**config.mk**
```make
export PLATFORM = sky130hd
export DESIGN_NAME = nochg_conflict_status
export DESIGN_NICKNAME = d
export VERILOG_FILES = /design/src/rtl/ncs_pkg.sv /design/src/rtl/conflict_flag_bank.sv /design/src/rtl/bus_err_latch.sv /design/src/rtl/irq_gate.sv /design/src/rtl/nochg_conflict_status.sv
export SDC_FILE = /design/constraint.sdc
export NUM_CORES = 1
export LEC_CHECK = 0
export CAP_MARGIN = 20
export CORE_MARGIN = 10
export CORE_UTILIZATION = 35
export DETAILED_ROUTE_END_ITERATION = 10
export PLACE_DENSITY_LB_ADDON = 0.2
export SLEW_MARGIN = 15
export SYNTH_ARGS = -nofsm -noshare
export SYNTH_HDL_FRONTEND = slang
export SYNTH_HIERARCHICAL = 1
export SYNTH_SLANG_ARGS = --single-unit
```
**constraint.sdc**
```tcl
create_clock -name clk -period 1.24 [get_ports clk]
set_input_delay 0.248 -clock clk [delete_from_list [all_inputs] [get_ports clk]]
set_output_delay 0.248 -clock clk [all_outputs]
set_load 0.01 [all_outputs]
```
**src/rtl/ncs_pkg.sv**
```systemverilog
package ncs_pkg;
  localparam int ADDR_W = 2;

  typedef enum logic [ADDR_W-1:0] {
    WORD_ENABLE = 2'd0,
    WORD_STATUS = 2'd1,
    WORD_SPARE2 = 2'd2,
    WORD_SPARE3 = 2'd3
  } word_sel_e;
endpackage

```
**src/rtl/conflict_flag_bank.sv**
```systemverilog
module conflict_flag_bank #(
  parameter int NUM_OUT = 16
) (
  input  logic               clk,
  input  logic               rst_n,
  input  logic [NUM_OUT-1:0] set_i,
  input  logic [NUM_OUT-1:0] clr_i,
  output logic [NUM_OUT-1:0] flags_o
);
  for (genvar g = 0; g < NUM_OUT; g++) begin : g_bit
    // set has priority over a same-cycle clear
    always_ff @(posedge clk or negedge rst_n) begin
      if (!rst_n)         flags_o[g] <= 1'b0;
      else if (set_i[g])  flags_o[g] <= 1'b1;
      else if (clr_i[g])  flags_o[g] <= 1'b0;
    end

    assert_set_lands_R2: assert property (@(posedge clk) disable iff (!rst_n)
      set_i[g] |=> flags_o[g]);

    assert_clear_lands_R3: assert property (@(posedge clk) disable iff (!rst_n)
      (clr_i[g] && !set_i[g]) |=> !flags_o[g]);

    assert_flag_holds_R2: assert property (@(posedge clk) disable iff (!rst_n)
      (!set_i[g] && !clr_i[g]) |=> $stable(flags_o[g]));
  end
endmodule

```
**src/rtl/bus_err_latch.sv**
```systemverilog
module bus_err_latch (
  input  logic clk,
  input  logic rst_n,
  input  logic ev_lo_i,
  input  logic ev_hi_i,
  output logic err_lo_o,
  output logic err_hi_o
);
  logic any_ev;
  assign any_ev = ev_lo_i | ev_hi_i;

  // any new event rewrites both bits so they describe only the latest error
  always_ff @(posedge clk or negedge rst_n) begin
    if (!rst_n) begin
      err_lo_o <= 1'b0;
      err_hi_o <= 1'b0;
    end else if (any_ev) begin
      err_lo_o <= ev_lo_i;
      err_hi_o <= ev_hi_i;
    end
  end

  assert_err_overwrite_R7: assert property (@(posedge clk) disable iff (!rst_n)
    (ev_lo_i || ev_hi_i) |=> (err_lo_o == $past(ev_lo_i)) && (err_hi_o == $past(ev_hi_i)));

  assert_err_hold_R7: assert property (@(posedge clk) disable iff (!rst_n)
    !(ev_lo_i || ev_hi_i) |=> $stable({err_hi_o, err_lo_o}));
endmodule

```
**src/rtl/irq_gate.sv**
```systemverilog
module irq_gate #(
  parameter int NUM_OUT = 16
) (
  input  logic               clk,
  input  logic               rst_n,
  input  logic [NUM_OUT-1:0] en_i,
  input  logic [NUM_OUT-1:0] flag_i,
  output logic               irq_o
);
  logic [NUM_OUT-1:0] live;
  assign live = en_i & flag_i;

  always_ff @(posedge clk or negedge rst_n) begin
    if (!rst_n) irq_o <= 1'b0;
    else        irq_o <= |live;
  end

  assert_irq_rise_R6: assert property (@(posedge clk) disable iff (!rst_n)
    (|(en_i & flag_i)) |=> irq_o);

  assert_irq_fall_R6: assert property (@(posedge clk) disable iff (!rst_n)
    !(|(en_i & flag_i)) |=> !irq_o);
endmodule

```
**src/rtl/nochg_conflict_status.sv**
```systemverilog
module nochg_conflict_status
  import ncs_pkg::*;
#(
  parameter int NUM_OUT = 16,
  parameter int DATA_W  = 32
) (
  input  logic                clk,
  input  logic                rst_n,
  input  logic                wr_en,
  input  logic [ADDR_W-1:0]   wr_addr,
  input  logic [DATA_W-1:0]   wr_data,
  input  logic [ADDR_W-1:0]   rd_addr,
  output logic [DATA_W-1:0]   rd_data,
  input  logic [NUM_OUT-1:0]  conflict_i,
  input  logic                buserr_lo_i,
  input  logic                buserr_hi_i,
  output logic                irq_o
);
  localparam int ERR_LO_POS = DATA_W - 2;
  localparam int ERR_HI_POS = DATA_W - 1;

  logic [NUM_OUT-1:0] enable_q;
  logic [NUM_OUT-1:0] flags;
  logic [NUM_OUT-1:0] clr_mask;
  logic               err_lo, err_hi;
  logic               wr_enable_word, wr_status_word;
  logic               unused_wr_upper;

  assign wr_enable_word  = wr_en && (word_sel_e'(wr_addr) == WORD_ENABLE);
  assign wr_status_word  = wr_en && (word_sel_e'(wr_addr) == WORD_STATUS);
  assign clr_mask        = wr_status_word ? wr_data[NUM_OUT-1:0] : '0;
  assign unused_wr_upper = ^wr_data[DATA_W-1:NUM_OUT];

  always_ff @(posedge clk or negedge rst_n) begin
    if (!rst_n)              enable_q <= '0;
    else if (wr_enable_word) enable_q <= wr_data[NUM_OUT-1:0];
  end

  conflict_flag_bank #(.NUM_OUT(NUM_OUT)) flag_bank_i (
    .clk     (clk),
    .rst_n   (rst_n),
    .set_i   (conflict_i),
    .clr_i   (clr_mask),
    .flags_o (flags)
  );

  bus_err_latch err_latch_i (
    .clk      (clk),
    .rst_n    (rst_n),
    .ev_lo_i  (buserr_lo_i),
    .ev_hi_i  (buserr_hi_i),
    .err_lo_o (err_lo),
    .err_hi_o (err_hi)
  );

  irq_gate #(.NUM_OUT(NUM_OUT)) irq_gate_i (
    .clk    (clk),
    .rst_n  (rst_n),
    .en_i   (enable_q),
    .flag_i (flags),
    .irq_o  (irq_o)
  );

  always_comb begin
    rd_data = '0;
    case (word_sel_e'(rd_addr))
      WORD_ENABLE: rd_data[NUM_OUT-1:0] = enable_q;
      WORD_STATUS: begin
        rd_data[NUM_OUT-1:0] = flags;
        rd_data[ERR_LO_POS]  = err_lo;
        rd_data[ERR_HI_POS]  = err_hi;
      end
      default:     rd_data = '0;
    endcase
  end

  // a status write with no conflict pulse never sets a flag
  assert_write_never_sets_R3: assert property (@(posedge clk) disable iff (!rst_n)
    !(|conflict_i) |=> ((flags & ~$past(flags)) == '0));

  assert_enable_only_by_write_R10: assert property (@(posedge clk) disable iff (!rst_n)
    !wr_enable_word |=> $stable(enable_q));
endmodule

```
Word-level counts from Yosys, hierarchy flattened. Index checks and enable logic that the tools add are counted.

Output and inout port bits: 33. Logic and storage cells: 80. Input port bits: 57. Register bits after elaboration: 35.

Muxes and demuxes: 35. Reduce and logical (&&, ||, !) cells: 21. Bitwise logic cells: 2. Equality and inequality tests: 2.

Operators with widths (count): $mux 1 (32); $pmux 16 s2 (1); $reduce_bool 2->1 (16); $and 16x16->16 (1); $mux 16 (1); $reduce_or 16->1 (1); $eq 2x1->1 const B (2); $logic_not 2->1 (2); $logic_and 1x1->1 (2); $mux 2 (1); $or 1x1->1 (1).

Depth between registers and ports, before layout.
Depth after elaboration: 5. Gate-level depth with buffers: 5.

Hierarchy. The synthesis kept the hierarchy.

By module, submodules not included: nochg_conflict_status (cells each 105, times used 1, area an instance 1094.8 µm², sequential area each 400.4 µm²); conflict_flag_bank (cells each 48, times used 1, area an instance 580.6 µm², sequential area each 400.4 µm²); irq_gate (cells each 10, times used 1, area an instance 126.4 µm², sequential area each 25.0 µm²); bus_err_latch (cells each 6, times used 1, area an instance 70.1 µm², sequential area each 50.0 µm²).

Worst setup path before layout. OpenSTA, ideal clock, no wires.

Path kind: input to register. From: input wr_addr[0]. To: register enable_q[0]. Slack: 0.037 ns. Data required time: 1.115 ns. Stages: 3. Data arrival time: 1.078 ns. Library setup time: 0.125 ns. Path through: nor3b_4 > buf_8 > mux2_2.

Longest elaborated chain between the ends: 2.

RTL lines: start: declaration (line nochg_conflict_status.sv:10) `input logic [ADDR_W-1:0] wr_addr,`; $logic_not 2->1 (line nochg_conflict_status.sv:29) `assign wr_enable_word = wr_en && (word_sel_e'(wr_addr) == WORD_ENABLE);`; $logic_and 1x1->1 (line nochg_conflict_status.sv:29); end signal: assignment (line nochg_conflict_status.sv:36) `else if (wr_enable_word) enable_q <= wr_data[NUM_OUT-1:0];`; end: declaration (line nochg_conflict_status.sv:22) `logic [NUM_OUT-1:0] enable_q;`.

No other way between the ends. A chain may end at the register's enable or synchronous reset.

Final worst setup path.
From: register enable_q[13]. To: output rd_data[13].

Longest elaborated chain between the ends: 1.

RTL lines: $pmux 16 s2 (line nochg_conflict_status.sv:66) `case (word_sel_e'(rd_addr))`; end: declaration (line nochg_conflict_status.sv:13) `output logic [DATA_W-1:0] rd_data,`.

No other way between the ends.

==> metrics.md <==
| Metric | Value |
|---|---|
| R2R Setup Slk | 30 ps |
| Worst R2R Start | enable_q[2] |
| Crit path max fanout | 3 |
| Initial antenna violation count | 0 |
| Final hold violation count | 0 |
| Setup ws final | -4.01 ps |
| Final setup viols | 1 |
| Crit Path Category | reg -> out |
| DIE AREA | 0.00867 mm² |
| Share of cells above drive strength 1 | 33.5% |
| Synth Instances | 169 |
| Post-DP HPWL | 3.74 mm |
| Power per cell area | 1010 mW/mm² |
| Effective utilization at floorplan | 36.4% |
| # rows | 26 |
| Die H | 93.1 µm |
| Number of DRC markers in iteration 0 | 43 |
| Area Overhead vs Synth | 53.2% |
| Top cell type's share of synthesized area | 46.8% |
| Worst Setup SP | enable_q[13] |
| Unrepaired setup endpoints after global routing | yes |
| Vias/cell | 4.46 |
| GRT Residual Overflow | 0 |
| Number of I/O pins | 90 |
| Avg Cell Area, Syn | 11.1 µm² |
| Die width | 93.1 µm |
| Pre-antenna DRT Iters | 2 |
| Root Driver | clkbuf_8 |
| Dpl cell area | 0.00276 mm² |
| Most frequent cells in the layout | dfrtp_1, buf_4, clkdlybuf4s50_1 |
| Worst path max stage delay | 390 ps |
| I/O Buffers | 59 |
| Critical path startpoint category | flip-flop |
| WP data arrival | 1000 ps |
| Failing checks | negative setup slack |
| Top cells by area, synth | dfrtp_1, mux2_2, mux2i_1 |
| Final ANT Viol Nets | 0 |
| Clock Latency Late Sink | 280 ps |
| Status | finished with violations |
| Register area share after synthesis | 46.8% |
| Nets | 330 |
| Combinational power share | 29.2% |
| Max Cap Viol | 0 |
| Maximum clock rate | 804 MHz |
| Core Area | 0.00514 mm² |
| Worst EP required | 990 ps |
| Clk slew on worst S/H paths | 60 ps |
| Post-synthesis cell type count | 19 |
| CP Cell Sequence | mux2i_1, nor2_1, buf_2 |
| ANT cells | 0 |
| Tightest Hold Check Type | in -> async |
| Clock tree sinks | 35 |
| Wirelength per Cell | 14.6 µm |
| Inserted Clock Buffers | 5 |
| CP max-delay cell | dfrtp_1 |
| H-Tree Level Count | 2 |
| Final Skew | 5.08 ps |
| Post-synthesis cell area | 0.00187 mm² |
| Longest Clk Path Bufs | 2 |
| Largest net degree at the start of global routing | 36 |
| Post-synthesis register bit count | 35 |
| Internal power | 0.00215 W |
| Psw | 0.000753 W |
| Pleak | 1.30 nW |
| Area leader, netlist | dfrtp_1 |
| Switch share | 25.9% |
| DRC viols | 0 |
| Endpoint type of the worst setup path | output pin |
| Total track usage | 11.8% |
| First-pass GRT wire length | 8.21 mm |
| Worst VDD drop | 0.509 mV |
| Clock power share | 25.0% |
| Final cell count without fillers | 342 |
| Vias in the first global route | 1699 |
| Final Max Tran Viols | 0 |
| Part of the cycle the worst path needs | 100% |
| Via count | 1524 |
| Hold_ws | 452 ps |
| Fin crit period | 1240 ps |
| CTS tree | yes |
| Dpl cells | 326 |
| Bufs and invs on worst path | 1 |
| WL final | 5.00 mm |
| Routability cong. | 0.758 |
| Post-route cell area | 0.00287 mm² |
| Yosys warning count | 6 |
| Crit-path leading delay family | flip-flops |
| Sequential power share | 45.8% |
## per-layer routing
| metal | global-route usage [%] | up-vias | routed length (µm) |
|---|---|---|---|
| met2 | 20.2 | 46 | 2470 |
| met5 | 0 | - | 0 |
| met4 | 3.60 | 0 | 77 |
| met3 | 5.12 | 7 | 384 |
| li1 | - | 749 | - |
| met1 | 13.1 | 722 | 2070 |
## metrics by stage
| stage | total power, W | utilization (%) | setup slack (ps) | TNS [ps] |
|---|---|---|---|---|
| after floorplan | 0.00174 | - | 36.9 | 0 |
| after global placement | 0.00221 | 53.7 | -719 | -23200 |
| after detailed placement | 0.00222 | 53.7 | -718 | -23610 |
| after CTS | 0.00294 | 55.1 | -28.7 | -146 |
| after global routing | 0.00309 | 55.8 | -94.4 | -917 |
| final | 0.00291 | 55.8 | -4.01 | -4.01 |
## area by class of cell
type                    count  area (µm²)
fillers                   481        2270
repair buffers            104         927
flip-flops and latches     35         876
multi-input cells         109         837
well taps                  70        87.6
clock buffers               6        72.6
inverters                  18        67.6
## power by group through the flow
stage	Clock [W]	Sequential (W)	Combinational, W
final	0.000728	0.00133	0.000847
after global routing	0.000809	0.00135	0.000931
after CTS	0.000764	0.00133	0.000849
after detailed placement	0	0.00135	0.000863
after global placement	0	0.00136	0.000852
after floorplan	0	0.00136	0.000374
## worst paths after layout
| kind | cells after the start | endpoint |
|---|---|---|
| hold reg to reg | 1 | err_latch_i/err_hi_o |
| max in group asynchronous | 3 | flag_bank_i/flags_o[10] |
| setup / recovery | 3 | rd_data[13] |
| hold / removal | 3 | flag_bank_i/flags_o[15] |
| min in group clk | 1 | err_latch_i/err_hi_o |
| setup reg to reg | 4 | irq_gate_i/irq_o |
## logic make-up (layout without fill, tap and decap cells)
group | after synthesis | count (layout) | share of synthesized area [%]
flops | 35 | 35 | 46.8
buf+inv | 38 | 128 | 11.3
mux | 32 | 32 | 18.2
other cells | 1 | 14 | 0.200
simple gates | 37 | 37 | 11.4
compound gates | 26 | 26 | 12.2
## sequential cells by signal, indices dropped and copies added (netlist names)
signal	count
err_latch_i/err_hi_o	1
err_latch_i/err_lo_o	1
flag_bank_i/flags_o	16
enable_q	16
irq_gate_i/irq_o	1
## worst reg2reg max path: cells and delay by family (launching register included)
kind / cells / cell delay [ps]
and+or+nand+nor: 1 / 120
buffers and inverters: 1 / 140
AOI/OAI and AO/OA: 2 / 450
DFF: 1 / 380
## synth_stat cells
master,count
a21o_1,17
a221oi_2,4
a22o_1,4
and2_1,16
and3b_1,2
and3b_2,1
buf_2,1
buf_4,15
buf_8,1
clkbuf_1,3
conb_1,1
dfrtp_1,35
inv_1,18
mux2_2,16
mux2i_1,16
nand4_1,1
nor2_1,16
nor3b_4,1
o21ai_1,1
## timing repair
item / in CTS / in global routing
gates resized for setup: 88 / 1
cloned: 2 / 0
hold buffers: 1 / 0
hold endpoints to repair: 35 / 0
endpoints found under the setup margin: 51 / 18
buffers inserted: 3 / 4
pin swaps: 1 / 2
Power figures use the tool's default switching activity.
